--- src/rtl/clk_div_reg.sv ---
module clk_div_reg #(
  parameter int DATA_W    = 8,
  parameter int MOD_W     = 6,
  parameter int MIN_MOD   = 2,
  parameter int MAX_MOD   = 32,
  parameter int RESET_MOD = 32
) (
  input  logic              clk_in,
  input  logic              rst,
  input  logic              wr_en,
  input  logic [DATA_W-1:0] wr_data,
  output logic [DATA_W-1:0] rd_data,
  output logic              div_clk,
  output logic              switch_pending,
  output logic              wr_error
);
  localparam logic [MOD_W-1:0] MIN_V   = MOD_W'(MIN_MOD);
  localparam logic [MOD_W-1:0] MAX_V   = MOD_W'(MAX_MOD);
  localparam logic [MOD_W-1:0] RESET_V = MOD_W'(RESET_MOD);
  localparam logic [MOD_W-1:0] ONE     = MOD_W'(1);
  localparam int               PAD_W   = DATA_W - MOD_W;

  logic [MOD_W-1:0] cnt_q, active_q, stored_q;
  logic             pend_q, err_q, out_q;

  wire [MOD_W-1:0] wr_mod   = wr_data[MOD_W-1:0];
  wire             wr_ok    = wr_en && (wr_mod >= MIN_V) && (wr_mod <= MAX_V);
  wire             wr_bad   = wr_en && !wr_ok;
  wire             term     = (cnt_q == active_q - ONE);
  wire [MOD_W-1:0] cnt_nx   = term ? '0 : cnt_q + ONE;
  wire [MOD_W-1:0] active_nx = (term && pend_q) ? stored_q : active_q;

  always_ff @(posedge clk_in) begin
    if (rst) begin
      cnt_q    <= '0;
      active_q <= RESET_V;
      stored_q <= RESET_V;
      pend_q   <= 1'b0;
      err_q    <= 1'b0;
      out_q    <= 1'b1;
    end else begin
      cnt_q    <= cnt_nx;
      active_q <= active_nx;
      err_q    <= wr_bad;
      out_q    <= cnt_nx < (active_nx >> 1);
      if (wr_ok) begin
        stored_q <= wr_mod;
        pend_q   <= 1'b1;
      end else if (term) begin
        pend_q   <= 1'b0;
      end
    end
  end

  assign rd_data        = {{PAD_W{1'b0}}, stored_q};
  assign div_clk        = out_q;
  assign switch_pending = pend_q;
  assign wr_error       = err_q;

  // active modulus always inside the legal range
  p_active_legal_r3: assert property (@(posedge clk_in) disable iff (rst)
    (active_q >= MIN_V) && (active_q <= MAX_V));

  // an error pulse is caused only by a rejected write one cycle before
  p_err_cause_r4: assert property (@(posedge clk_in) disable iff (rst)
    wr_error |-> $past(wr_en) &&
      (($past(wr_data[MOD_W-1:0]) < MIN_V) || ($past(wr_data[MOD_W-1:0]) > MAX_V)));

  // a rejected write leaves the read-back value unchanged
  p_reject_keeps_r4: assert property (@(posedge clk_in) disable iff (rst)
    $past(wr_bad) |-> rd_data == $past(rd_data));

  // active modulus changes only on a terminal count
  p_switch_on_term_r5: assert property (@(posedge clk_in) disable iff (rst)
    !$stable(active_q) |-> $past(term));

  // pending flag clears only at a switch-over
  p_pend_clear_r7: assert property (@(posedge clk_in) disable iff (rst)
    $fell(switch_pending) |-> $past(term));

  // an accepted write always leaves the flag set
  p_pend_set_r7: assert property (@(posedge clk_in) disable iff (rst)
    wr_ok |=> switch_pending);
endmodule

--- config.mk ---
export PLATFORM = sky130hd
export DESIGN_NAME = clk_div_reg
export DESIGN_NICKNAME = d
export VERILOG_FILES = /design/src/rtl/clk_div_reg.sv
export SDC_FILE = /design/constraint.sdc
export NUM_CORES = 1
export LEC_CHECK = 0
export BUFFER_PORTS_ARGS = -buffer_cell sky130_fd_sc_hd__buf_2
export CORE_MARGIN = 2
export CORE_UTILIZATION = 53
export DETAILED_ROUTE_END_ITERATION = 12
export HOLD_SLACK_MARGIN = 0.02
export PLACE_DENSITY = 0.77
export SETUP_SLACK_MARGIN = 0.02
export SYNTH_ARGS = -nofsm -noshare
export SYNTH_HDL_FRONTEND = slang
export SYNTH_SLANG_ARGS = --single-unit
--- constraint.sdc ---
create_clock -name clk_in -period 2.8 [get_ports clk_in]
set_input_delay 0.28 -clock clk_in [delete_from_list [all_inputs] [get_ports clk_in]]
set_output_delay 0.28 -clock clk_in [all_outputs]
set_load 0.05 [all_outputs]
==> results.env, run 1 <==
NUM_ANTENNA_CELLS=0
CTS_INSERTED_BUFFERS=3
CTSLONGESTPATHBUFFERS=2
PWR_DENSITY_CELL_mW_PER_MM2=443
SYN_INST=120
CP_SLOWEST_CELL='sky130_fd_sc_hd__dfxtp_1'
WORST-PATH-MAX-FANOUT=5
TIMING.CRITICAL_PATH.CELLS='nand2b_1 > o211a_1 > o31ai_2 > nand4b_2 > buf_4 > mux2i_1 > ha_1 > a21o_1 > a21o_1 > a21oi_1 > o21ai_0 > a32oi_1'
YS_FF_LATCH=21
CTSROOTBUFFERMASTER='sky130_fd_sc_hd__clkbuf_4'
FIN_WORST_SKEW_PS=9.31
POST_DRT_VIA_CELL_RATIO=5.27
CP_SLOWEST_STAGE_DELAY_PS=390
TIMING.SETUP.TNS_PS=0
START_UTIL_PCT=56.6
MAPPEDNETLISTAREA_MM2=0.00111
GRT_START_MAX_NET_PINS=15
FLOORPLAN.DIE_AREA_MM2=0.00248
IO_PINS=22
FIRST_GLOBAL_VIAS=860
SYNTH-SEQ-AREA-SHARE_PCT=37.8
CTS_HTREE_LEVELS=1
CORE.ROWCOUNT=16
OUTCOME='finished clean'
WORSTSETUPENDPOINTTYPE='register'
SYN_TO_FINAL_GROWTH_PCT=13.4
CLKSINKCOUNT=21
SETUP_VIOL=0
FINALMAXSLEWVIOLATIONS=0
CTS-HOLD-FIX-BUFFERS=0
ANTENNA_VIOLATIONS_BEFORE_REPAIR=0
UTILIZATION_AFTER_LAYOUT_PCT=64.2
PLACE.GP.CONGESTION=0.834
GRT_FIRST_PASS_WIRELENGTH_UM=3840
TRITONCTS='built'
FINAL.HOLD.WORST_SLACK_PS=212
CLKLATENCYLATEPIN_PS=310
MULTI_INPUT_AREA_UM2=642
WORST_HOLD_PATH_TYPE='in -> reg'
SYNTH_CELL_TYPE_COUNT=37
DR.FIRST_ITER.DRC_COUNT=13
AREA.SEQUENTIAL_UM2=420
WORST_SETUP_HOLD_PATH_CLK_SLEW_PS=130
NUMPORTBUFFERS=17
SYNTH_EDF_COUNT=0
YOSYSWARNINGS=0
MAX_FREQ_GHz=0.396
NUM_VIAS=885
CELL_FAMILY_WITH_MOST_CP_DELAY='compound AO/OA/AOI/OAI gates'
ROUTE.DETAILED.DRC=0
CRITPATHARRIVALTIME_PS=2750
DRIVE_ABOVE_1_SHARE_PCT=22.7
CRIT_PATH_START_KIND='register'
FINALNETCOUNT=159
ROUTE.ANTENNA.REMAINING_NETS=0
CRITICAL_PATH_DATA_REQUIRED_TIME_PS=3030
CRITPATHBUFINV=1
DP.FINAL_HPWL_UM=1710
DR.PASS1.ITERS=4
MOST_FREQUENT_CELLS_IN_THE_LAYOUT='sky130_fd_sc_hd__nor2_1, sky130_fd_sc_hd__dfxtp_1, sky130_fd_sc_hd__buf_2'
GRT_SETUP_UNREPAIRED='no'
POST-LAYOUT-TOTAL-POWER_uW=558
FINALHOLDVIOLATIONS=0
DIE_W_UM=49.8
FINAL_CYCLE_SHARE_PCT=90.1
CRITPATHKIND='reg -> reg'
ASYNC_FLOP_SHARE_PCT=0
IRDROPWORSTVDD_mV=0.419
TOTALWIRELENGTH_UM=2170
SYN-MEAN-INSTANCE-AREA_UM2=9.26
FINAL_PERIOD_MINUS_WORST_SETUP_SLACK_PS=2520
DRV_CAP=0
NUMBER_OF_INSERTED_FILLER_CELLS_IN_THE_FINAL_LAYOUT=183
FLOORPLAN.DIE.HEIGHT_UM=49.8
GRT_USE_TOTAL_PCT=20.2
SYNTHFLOPTYPE='sky130_fd_sc_hd__dfxtp_1'
CORE_AREA_MM2=0.00196
WL_PER_CELL_UM=12.9
CRIT_TOP_CELL='sky130_fd_sc_hd__a21o_1'
GLOBALROUTEOVERFLOWTOTAL=0
P_LEAK_nW=0.611
[layout make-up]
type | count | area share (%)
multi-input combinational | 90 | 50.9
sequential | 21 | 33.4
timing repair buffer | 21 | 9.14
tap | 27 | 2.68
clock buffer | 3 | 1.79
inverter | 5 | 1.49
clock inverter | 1 | 0.596
[cell families (layout without fill, tap and decap cells)]
logic type	Yosys count	count (layout)	synth area share, %
buffers and inverters	10	30	4.84
AO/OA/AOI/OAI	16	16	10.4
other	1	2	0.338
XOR/XNOR	11	11	8.67
adder cells (fa/ha/maj)	6	6	6.76
multiplexers	9	9	8.11
flip-flops	21	21	37.8
AND/OR/NAND/NOR	46	46	23.1
[per-stage QoR]
| stage | instances | setup slack, ps | instance area, um2 |
|---|---|---|---|
| 2_1_floorplan | 121 | 263 | 1110 |
| 3_3_place_gp | 164 | 293 | 1230 |
| 4_1_cts | 168 | 238 | 1260 |
| 6_report | 168 | 277 | 1260 |
| 3_5_place_dp | 164 | 297 | 1230 |
| 5_1_grt | 168 | 45.9 | 1260 |
[cell usage after synthesis, drive strengths merged (2+ instances only)]
master	instances	area [um2]
dfxtp	21	420
buf	4	31.3
inv	5	18.8
ha	6	75.1
nand2b	3	18.8
and3	2	12.5
a21oi	4	20.0
nor2	21	78.8
nand2	4	15.0
o21ai	3	15.0
mux2i	9	90.1
xor2	4	35.0
xnor2	7	61.3
a21o	2	15.0
a22oi	2	15.0
nand3	3	15.0
nand3b	2	15.0
nor3	2	20.0
[timing repair]
| action | in CTS | in global routing |
|---|---|---|
| setup endpoints to repair | 0 | 1 |
| endpoints found under the hold margin | 0 | 0 |
| buffers inserted | 0 | 0 |
| gates resized for setup | 0 | 1 |
[path summary, 6_finish.rpt]
| kind | from | to | slack, ps | cells after the start |
|---|---|---|---|---|
| worst max-delay path | active_q[2] | div_clk | 280 | 12 |
| worst min-delay path | wr_data[1] | stored_q[1] | 210 | 3 |
| worst max register to register | active_q[2] | div_clk | 280 | 12 |
| worst min register to register | stored_q[5] | stored_q[5] | 550 | 2 |
[per-layer routing]
layer | GRT usage, % | up-vias | wire length [um]
met5 | 0 | - | 0
met4 | 9.72 | 0 | 29
met3 | 3.03 | 4 | 88
met2 | 32.4 | 20 | 1040
met1 | 26.4 | 408 | 1010
li1 | - | 453 | -
[where the power goes]
group | leakage (nW) | internal [mW] | switching [mW]
Clock | 0.0139 | 0.0544 | 0.0943
Combinational | 0.426 | 0.0314 | 0.0581
Sequential | 0.171 | 0.309 | 0.0107
Total | 0.611 | 0.395 | 0.163
[worst min-delay path: cells and delay by family]
| family | cells | cell delay [ps] |
|---|---|---|
| buf+inv | 1 | 90 |
| simple gates | 1 | 70 |
| mux | 1 | 50 |
[state kept, by name, summed over array words and instances (netlist names)]
name,count
active_q,6
cnt_q,6
stored_q,6
div_clk,1
switch_pending,1
wr_error,1
(Power assumes the default switching activity.)
==> inputs of run 2 (changes only) <==
--- a/config.mk
+++ b/config.mk
@@ -6,11 +6,13 @@
 export NUM_CORES = 1
 export LEC_CHECK = 0
 export BUFFER_PORTS_ARGS = -buffer_cell sky130_fd_sc_hd__buf_2
+export CELL_PAD_IN_SITES_DETAIL_PLACEMENT = 0
+export CELL_PAD_IN_SITES_GLOBAL_PLACEMENT = 1
 export CORE_MARGIN = 2
-export CORE_UTILIZATION = 53
+export CORE_UTILIZATION = 40
 export DETAILED_ROUTE_END_ITERATION = 12
-export HOLD_SLACK_MARGIN = 0.02
-export PLACE_DENSITY = 0.77
+export HOLD_SLACK_MARGIN = 0.06
+export PLACE_DENSITY_LB_ADDON = 0.1
 export SETUP_SLACK_MARGIN = 0.02
 export SYNTH_ARGS = -nofsm -noshare
 export SYNTH_HDL_FRONTEND = slang
==> run 2 against run 1 <==
Final cell count grew 3.0%. Via count grew 1.7%. Clock skew shrank 1.2 ps. Clock power shrank 3%. Largest power group unchanged. Highest routed layer unchanged.
==> results.env, run 2 (synthesis gave the netlist of run 1 again) <==
CP_SLOWEST_STAGE_DELAY_PS=370  # was 390 ps
CRITPATHARRIVALTIME_PS=2760  # was 2750 ps
FIN_WS_PS=269  # was 277 ps
CTS_INSERTED_BUFFERS=3  # unchanged
POWER_SWITCHING_SHARE_PCT=29.1  # was 29.2%
FINALHOLDVIOLATIONS=0  # unchanged
HOLD_DEPTH=3  # unchanged
DETAILEDPLACE.WORSTSLACK_PS=264  # was 297 ps
TIMING.CRITICAL_PATH.CELLS='nand2b_1 > o211a_1 > o31ai_2 > nand4b_2 > buf_4 > mux2i_1 > ha_1 > a21o_1 > a21o_1 > a21oi_1 > o21ai_0 > a32oi_1'  # unchanged
PLACE.GP.CONGESTION=0.765  # was 0.834
ROUTE.DETAILED.DRC=0  # unchanged
ROUTEDLENGTHMET1_UM=1040  # was 1010 um
CTS_HTREE_LEVELS=1  # unchanged
OUTCOME='finished clean'  # unchanged
POST-LAYOUT-TOTAL-POWER_uW=555  # was 558 uW
CELL_FAMILY_WITH_MOST_CP_DELAY='compound AO/OA/AOI/OAI gates'  # unchanged
WL_PER_CELL_UM=13.4  # was 12.9 um
CLKLATENCYLATEPIN_PS=300  # was 310 ps
FLOORPLAN.DIE_AREA_MM2=0.00322  # was 0.00248 mm2
POWER.INTERNAL_uW=394  # was 395 uW
CRIT_PATH_START_KIND='register'  # unchanged
GRT_FIRST_PASS_WIRELENGTH_UM=4150  # was 3840 um
TOTALWIRELENGTH_UM=2310  # was 2170 um
START_UTIL_PCT=41.4  # was 56.6%
DRV_CAP=0  # unchanged
GLOBALROUTEOVERFLOWTOTAL=0  # unchanged
CRITPATHKIND='reg -> reg'  # unchanged
IO_PINS=22  # unchanged
GRT_SETUP_UNREPAIRED='no'  # unchanged
MAX_FREQ_GHz=0.395  # was 0.396 GHz
POST_DRT_VIA_CELL_RATIO=5.20  # was 5.27
WORST_HOLD_PATH_TYPE='in -> reg'  # unchanged
REG_TOP3='active_q x6, cnt_q x6, stored_q x6'  # unchanged
ROUTE.ANTENNA.REMAINING_NETS=0  # unchanged
DR_WL_MET2_UM=1190  # was 1040 um
CRITICAL_PATH_DATA_REQUIRED_TIME_PS=3030  # about the same
IRDROPWORSTVDD_mV=0.263  # was 0.419 mV
WORST_R2R_STARTPOINT='active_q[2]'  # unchanged
P_LEAK_nW=0.615  # was 0.611 nW
TIMING.SETUP.TNS_PS=0  # unchanged
POWER_SWITCHING_uW=161  # was 163 uW
REG2REG_TO='div_clk'  # unchanged
CTSROOTBUFFERMASTER='sky130_fd_sc_hd__clkbuf_4'  # unchanged
DP.FINAL_HPWL_UM=1890  # was 1710 um
DR.PASS1.ITERS=4  # unchanged
SEQPWRFRAC_PCT=57.8  # was 57.3%
MIN-DELAY-START='wr_data[3]'  # was wr_data[1]
POWER.SHARE.COMBINATIONAL_PCT=16.2  # was 16.1%
FINAL_COMMON_CELL='sky130_fd_sc_hd__nor2_1'
NUM_VIAS=900  # was 885
PWR_DENSITY_CELL_mW_PER_MM2=436  # was 443 mW/mm2
ANTENNA_VIOLATIONS_BEFORE_REPAIR=0  # unchanged
MIN_DELAY_WORST_ENDPOINT='stored_q[3]'  # was stored_q[1]
NUMPORTBUFFERS=17  # unchanged
CTSLONGESTPATHBUFFERS=2  # unchanged
FINAL.HOLD.WORST_SLACK_PS=217  # was 212 ps
DIE_W_UM=56.7  # was 49.8 um
MAXUSEDROUTINGLAYER='met4'  # unchanged
FINAL_AREA_MM2=0.00127  # was 0.00126 mm2
SETUP_VIOL=0  # unchanged
FIN_WORST_SKEW_PS=8.12  # was 9.31 ps
CRIT_TOP_CELL='sky130_fd_sc_hd__a21o_1'  # unchanged
FF2FF_SETUP_SLACK_PS=270  # was 280 ps
CP_SLOWEST_CELL='sky130_fd_sc_hd__dfxtp_1'  # unchanged
CLKPWRFRAC_PCT=26.0  # was 26.7%
WORST-PATH-MAX-FANOUT=5  # unchanged
FLOORPLAN.DIE.HEIGHT_UM=56.7  # was 49.8 um
GRT_START_MAX_NET_PINS=15  # unchanged
FINALNETCOUNT=160  # was 159
CORE.ROWCOUNT=19  # was 16
DR.FIRST_ITER.DRC_COUNT=28  # was 13
WL_MET3_UM=65  # was 88 um
FINALMAXSLEWVIOLATIONS=0  # unchanged
CLKSINKCOUNT=21  # unchanged
NUM_ANTENNA_CELLS=0  # unchanged
MOST_FREQUENT_CELLS_IN_THE_LAYOUT='sky130_fd_sc_hd__nor2_1, sky130_fd_sc_hd__dfxtp_1, sky130_fd_sc_hd__buf_2'  # unchanged
DRIVE_ABOVE_1_SHARE_PCT=23.9  # was 22.7%
CELL_AREA_AFTER_PLACEMENT_MM2=0.00124  # was 0.00123 mm2
CRITPATHBUFINV=1  # unchanged
WORST_SETUP_HOLD_PATH_CLK_SLEW_PS=120  # was 130 ps
RR_WORST_DEPTH=12  # unchanged
FIRST_GLOBAL_VIAS=902  # was 860
GRT_USE_TOTAL_PCT=16.8  # was 20.2%
TRITONCTS='built'  # unchanged
WORSTSETUPENDPOINTTYPE='register'  # unchanged
FINAL_PERIOD_MINUS_WORST_SETUP_SLACK_PS=2530  # was 2520 ps
SYN_TO_FINAL_GROWTH_PCT=14.6  # was 13.4%
FINAL_CYCLE_SHARE_PCT=90.4  # was 90.1%
CORE_AREA_MM2=0.00269  # was 0.00196 mm2
[run 2: per-layer routing]
layer,vias to the layer above,GRT usage (%)
met5,-,0
met2,15,29.7
li1,452,-
met4,0,7.14
met3,2,2.07
met1,431,20.1
[run 2: metrics by stage]
stage | cells | util, %
floorplan | 121 | -
global placement | 169 | 46.2
detailed placement | 169 | 46.2
CTS | 173 | 47.2
global route | 173 | 47.4
finish | 173 | 47.4
[run 2: power by group through the flow]
stage,Clock [mW],Sequential [mW],Combinational (mW)
floorplan,0,0.346,0.0476
global placement,0,0.327,0.0896
detailed placement,0,0.327,0.0905
CTS,0.153,0.320,0.0909
global route,0.167,0.322,0.0994
finish,0.145,0.321,0.0898
[run 2: worst max path at each step]
stage                 from  endpoint  slack [ps]  cells past startpoint
2_1_floorplan  active_q[0]   div_clk         260                     12
3_3_place_gp   active_q[0]   div_clk         290                     13
3_5_place_dp   active_q[0]   div_clk         260                     12
4_1_cts        active_q[0]   div_clk         220                     12
5_1_grt        active_q[2]   div_clk          20                     12
6_report       active_q[2]   div_clk         270                     12
[run 2: area by class of cell]
class                           count  area [um2]
Clock inverter                      1        5.00
Clock buffer                        3        22.5
Sequential cell                    21         422
Fill cell                         277        1410
Inverter                            5        18.8
Multi-Input combinational cell     90         644
Tap cell                           31        38.8
Timing Repair Buffer               22         123
[run 2: worst register-to-register path: stages (launching register included)]
cell,delay [ps]
sky130_fd_sc_hd__dfxtp_1,370
sky130_fd_sc_hd__nand2b_1,170
sky130_fd_sc_hd__o211a_1,220
sky130_fd_sc_hd__o31ai_2,230
sky130_fd_sc_hd__nand4b_2,190
sky130_fd_sc_hd__buf_4,210
sky130_fd_sc_hd__mux2i_1,150
sky130_fd_sc_hd__ha_1,200
sky130_fd_sc_hd__a21o_1,170
sky130_fd_sc_hd__a21o_1,160
sky130_fd_sc_hd__a21oi_1,140
sky130_fd_sc_hd__o21ai_0,100
sky130_fd_sc_hd__a32oi_1,150
[run 2: timing repair]
item                                    in CTS  in global routing
buffers inserted                             0                  0
resized for setup                            0                  2
hold buffers                                 0                  0
endpoints found under the setup margin       0                  1
==> inputs of run 3 (changes only) <==
--- a/config.mk
+++ b/config.mk
@@ -9,7 +9,8 @@
 export CELL_PAD_IN_SITES_DETAIL_PLACEMENT = 0
 export CELL_PAD_IN_SITES_GLOBAL_PLACEMENT = 1
 export CORE_MARGIN = 2
-export CORE_UTILIZATION = 40
+export CORE_UTILIZATION = 36
+export CTS_CLUSTER_DIAMETER = 60
 export DETAILED_ROUTE_END_ITERATION = 12
 export HOLD_SLACK_MARGIN = 0.06
 export PLACE_DENSITY_LB_ADDON = 0.1
==> constraint.sdc (replaced) <==
create_clock -name clk_in -period 2.15 [get_ports clk_in]
set_input_delay 0.215 -clock clk_in [delete_from_list [all_inputs] [get_ports clk_in]]
set_output_delay 0.215 -clock clk_in [all_outputs]
set_load 0.05 [all_outputs]
==> run 3 against run 2 <==
The flow now finishes with violations (negative setup slack). Fmax is 5.3% higher. First-iteration DRC count is 18% lower. Final cell count is 9.8% higher. Design area is 18% higher. Die area is 10% higher. Worst setup slack worse by 520 ps. Critical path depth stayed put. Global-route usage is 0.053 points higher. Clock skew is 1.6 ps higher. Largest cell class unchanged.
==> results.env, run 3 (synthesis gave the netlist of run 1 again) <==
TIMING.SETUP.TNS_PS=-254  # was 0 ps
MOST_FREQUENT_CELLS_IN_THE_LAYOUT='sky130_fd_sc_hd__nor2_1, sky130_fd_sc_hd__buf_4, sky130_fd_sc_hd__dfxtp_1, sky130_fd_sc_hd__buf_2'  # was sky130_fd_sc_hd__nor2_1, sky130_fd_sc_hd__dfxtp_1, sky130_fd_sc_hd__buf_2
FINAL_CYCLE_SHARE_PCT=112  # was 90.4%
CRIT_PATH_START_KIND='register'  # unchanged
P_LEAK_nW=0.741  # was 0.615 nW
CRITPATHBUFINV=1  # unchanged
CORE_AREA_MM2=0.00300  # was 0.00269 mm2
CRIT_TOP_CELL='sky130_fd_sc_hd__a21o_1'  # unchanged
FIN_WORST_SKEW_PS=9.74  # was 8.12 ps
REG_TOP3='active_q x6, cnt_q x6, stored_q x6'  # unchanged
NUM_VIAS=934  # was 900
SYN_TO_FINAL_GROWTH_PCT=35.4  # was 14.6%
GRT_SETUP_UNREPAIRED='yes'  # was no
MAX_FREQ_GHz=0.416  # was 0.395 GHz
CLKSINKCOUNT=21  # unchanged
NUMPORTBUFFERS=17  # unchanged
FINAL.HOLD.WORST_SLACK_PS=155  # was 217 ps
DRIVE_ABOVE_1_SHARE_PCT=38.9  # was 23.9%
CRITPATHKIND='reg -> reg'  # unchanged
TOTALWIRELENGTH_UM=2520  # was 2310 um
FINAL_COMMON_CELL='sky130_fd_sc_hd__nor2_1'  # unchanged
DR.FIRST_ITER.DRC_COUNT=23  # was 28
POST_DRT_VIA_CELL_RATIO=4.92  # was 5.20
REG2REG_TO='div_clk'  # unchanged
FLOORPLAN.DIE_AREA_MM2=0.00355  # was 0.00322 mm2
CORE.ROWCOUNT=20  # was 19
FIN_WS_PS=-254  # was 269 ps
ANTENNA_VIOLATIONS_BEFORE_REPAIR=0  # unchanged
WL_PER_CELL_UM=13.3  # was 13.4 um
CRITPATHARRIVALTIME_PS=2650  # was 2760 ps
GRT_START_MAX_NET_PINS=15  # unchanged
IO_PINS=22  # unchanged
NUM_ANTENNA_CELLS=0  # unchanged
CRIT_CELLS=12  # unchanged
UTILIZATION_AFTER_LAYOUT_PCT=50.1  # was 47.4%
GLOBALROUTEOVERFLOWTOTAL=0  # unchanged
FLOORPLAN.DIE.HEIGHT_UM=59.6  # was 56.7 um
PLACED_CELLS=182  # was 169
RR_WORST_DEPTH=12  # unchanged
TIMING.CRITICAL_PATH.FROM='active_q[1]'  # was active_q[2]
DR.PASS1.ITERS=4  # unchanged
START_UTIL_PCT=37.0  # was 41.4%
CELL_FAMILY_WITH_MOST_CP_DELAY='compound AO/OA/AOI/OAI gates'  # unchanged
WORST_SETUP_PATH_ENDPOINT='div_clk'  # unchanged
NUMBER_OF_INSERTED_FILLER_CELLS_IN_THE_FINAL_LAYOUT=295  # was 277
WORSTSETUPENDPOINTTYPE='register'  # unchanged
WORST_HOLD_PATH_TYPE='in -> reg'  # unchanged
WORST_R2R_STARTPOINT='active_q[1]'  # was active_q[2]
FINALNETCOUNT=175  # was 160
DIE_W_UM=59.6  # was 56.7 um
ROUTE.DETAILED.DRC=0  # unchanged
TIMING.CRITICAL_PATH.CELLS='inv_2 > ha_4 > xnor2_2 > nor3_4 > nand4b_4 > mux2i_4 > ha_1 > a21o_1 > a21o_1 > a21oi_2 > o21ai_1 > a32oi_1'  # was nand2b_1 > o211a_1 > o31ai_2 > nand4b_2 > buf_4 > mux2i_1 > ha_1 > a21o_1 > a21o_1 > a21oi_1 > o21ai_0 > a32oi_1
DETAILEDPLACE.WORSTSLACK_PS=-293  # was 264 ps
DRV_CAP=0  # unchanged
IRDROPWORSTVDD_mV=0.256  # was 0.263 mV
TRITONCTS='built'  # unchanged
GRT_USE_TOTAL_PCT=16.8  # about the same
ROUTE.ANTENNA.REMAINING_NETS=0  # unchanged
GRT_FIRST_PASS_WIRELENGTH_UM=4300  # was 4150 um
CTS_INSERTED_BUFFERS=3  # unchanged
FIRST_GLOBAL_VIAS=903  # was 902
OUTCOME='finished with violations'  # was finished clean
WORST_SETUP_HOLD_PATH_CLK_SLEW_PS=120  # about the same
FINAL_CELL_COUNT_WITHOUT_FILLERS=190  # was 173
CTSROOTBUFFERMASTER='sky130_fd_sc_hd__clkbuf_4'  # unchanged
WORST-PATH-MAX-FANOUT=4  # was 5
CTSLONGESTPATHBUFFERS=2  # unchanged
DP.FINAL_HPWL_UM=2090  # was 1890 um
PWR_DENSITY_CELL_mW_PER_MM2=490  # was 436 mW/mm2
CRITICAL_PATH_DATA_REQUIRED_TIME_PS=2390  # was 3030 ps
FINALMAXSLEWVIOLATIONS=0  # unchanged
CTS_HTREE_LEVELS=1  # unchanged
FAILING_CHECKS='negative setup slack'
FINALHOLDVIOLATIONS=0  # unchanged
CP_SLOWEST_CELL='sky130_fd_sc_hd__dfxtp_4'  # was sky130_fd_sc_hd__dfxtp_1
FF2FF_SETUP_SLACK_PS=-250  # was 270 ps
SETUP_VIOL=1  # was 0
CLKLATENCYLATEPIN_PS=310  # was 300 ps
PLACE.GP.CONGESTION=0.747  # was 0.765
FINAL_PERIOD_MINUS_WORST_SETUP_SLACK_PS=2400  # was 2530 ps
MIN-DELAY-START='wr_data[1]'  # was wr_data[3]
CP_SLOWEST_STAGE_DELAY_PS=380  # was 370 ps
-- run 3: worst min path at each step --
stage | to | cells past startpoint
after detailed placement | stored_q[1] | 3
after floorplan | switch_pending | 1
after global placement | stored_q[1] | 3
after global routing | stored_q[1] | 3
after CTS | stored_q[1] | 3
final | stored_q[1] | 3
-- run 3: where the power goes --
part / switching [mW] / internal, mW / total [mW] / leakage (nW)
registers: 0.0138 / 0.400 / 0.413 / 0.174
logic: 0.0857 / 0.0490 / 0.135 / 0.552
clock network: 0.116 / 0.0724 / 0.189 / 0.0150
total: 0.216 / 0.521 / 0.737 / 0.741
-- run 3: routing by layer --
metal,track usage [%],vias to the layer above,routed length [um]
li1,-,483,-
met3,3.93,4,73
met2,27.9,20,1240
met1,21.4,427,1180
met5,0,-,0
met4,5.71,0,26
-- run 3: metrics by stage --
| stage | area (um2) | total power, mW |
|---|---|---|
| finish | 1500 | 0.737 |
| global route | 1500 | 0.784 |
| CTS | 1410 | 0.740 |
| detailed placement | 1370 | 0.555 |
| global placement | 1370 | 0.552 |
| floorplan | 1160 | 0.513 |
-- run 3: cell type report --
class | count | area, um2 | area share [%]
clock buffer | 4 | 26.3 | 1.75
inverter | 5 | 18.8 | 1.25
multi-input combinational | 90 | 748 | 49.8
sequential | 21 | 430 | 28.6
tap | 33 | 41.3 | 2.75
timing repair buffer | 37 | 239 | 15.9
-- run 3: what timing repair did --
action / CTS / global route
buffers inserted: 0 / 4
resized for setup: 2 / 13
pin swaps: 0 / 6
hold buffers: 0 / 0
endpoints found under the setup margin: 1 / 1
-- run 3: worst register-to-register path: cells and delay by family, from the launching register on --
family,cells,cell delay [ps]
muxes,1,220
adders and majority gates,2,530
xor gates and xnor gates,1,140
DFF,1,380
AOI/OAI and AO/OA,5,650
and+or+nand+nor,2,390
buffers and inverters,1,50
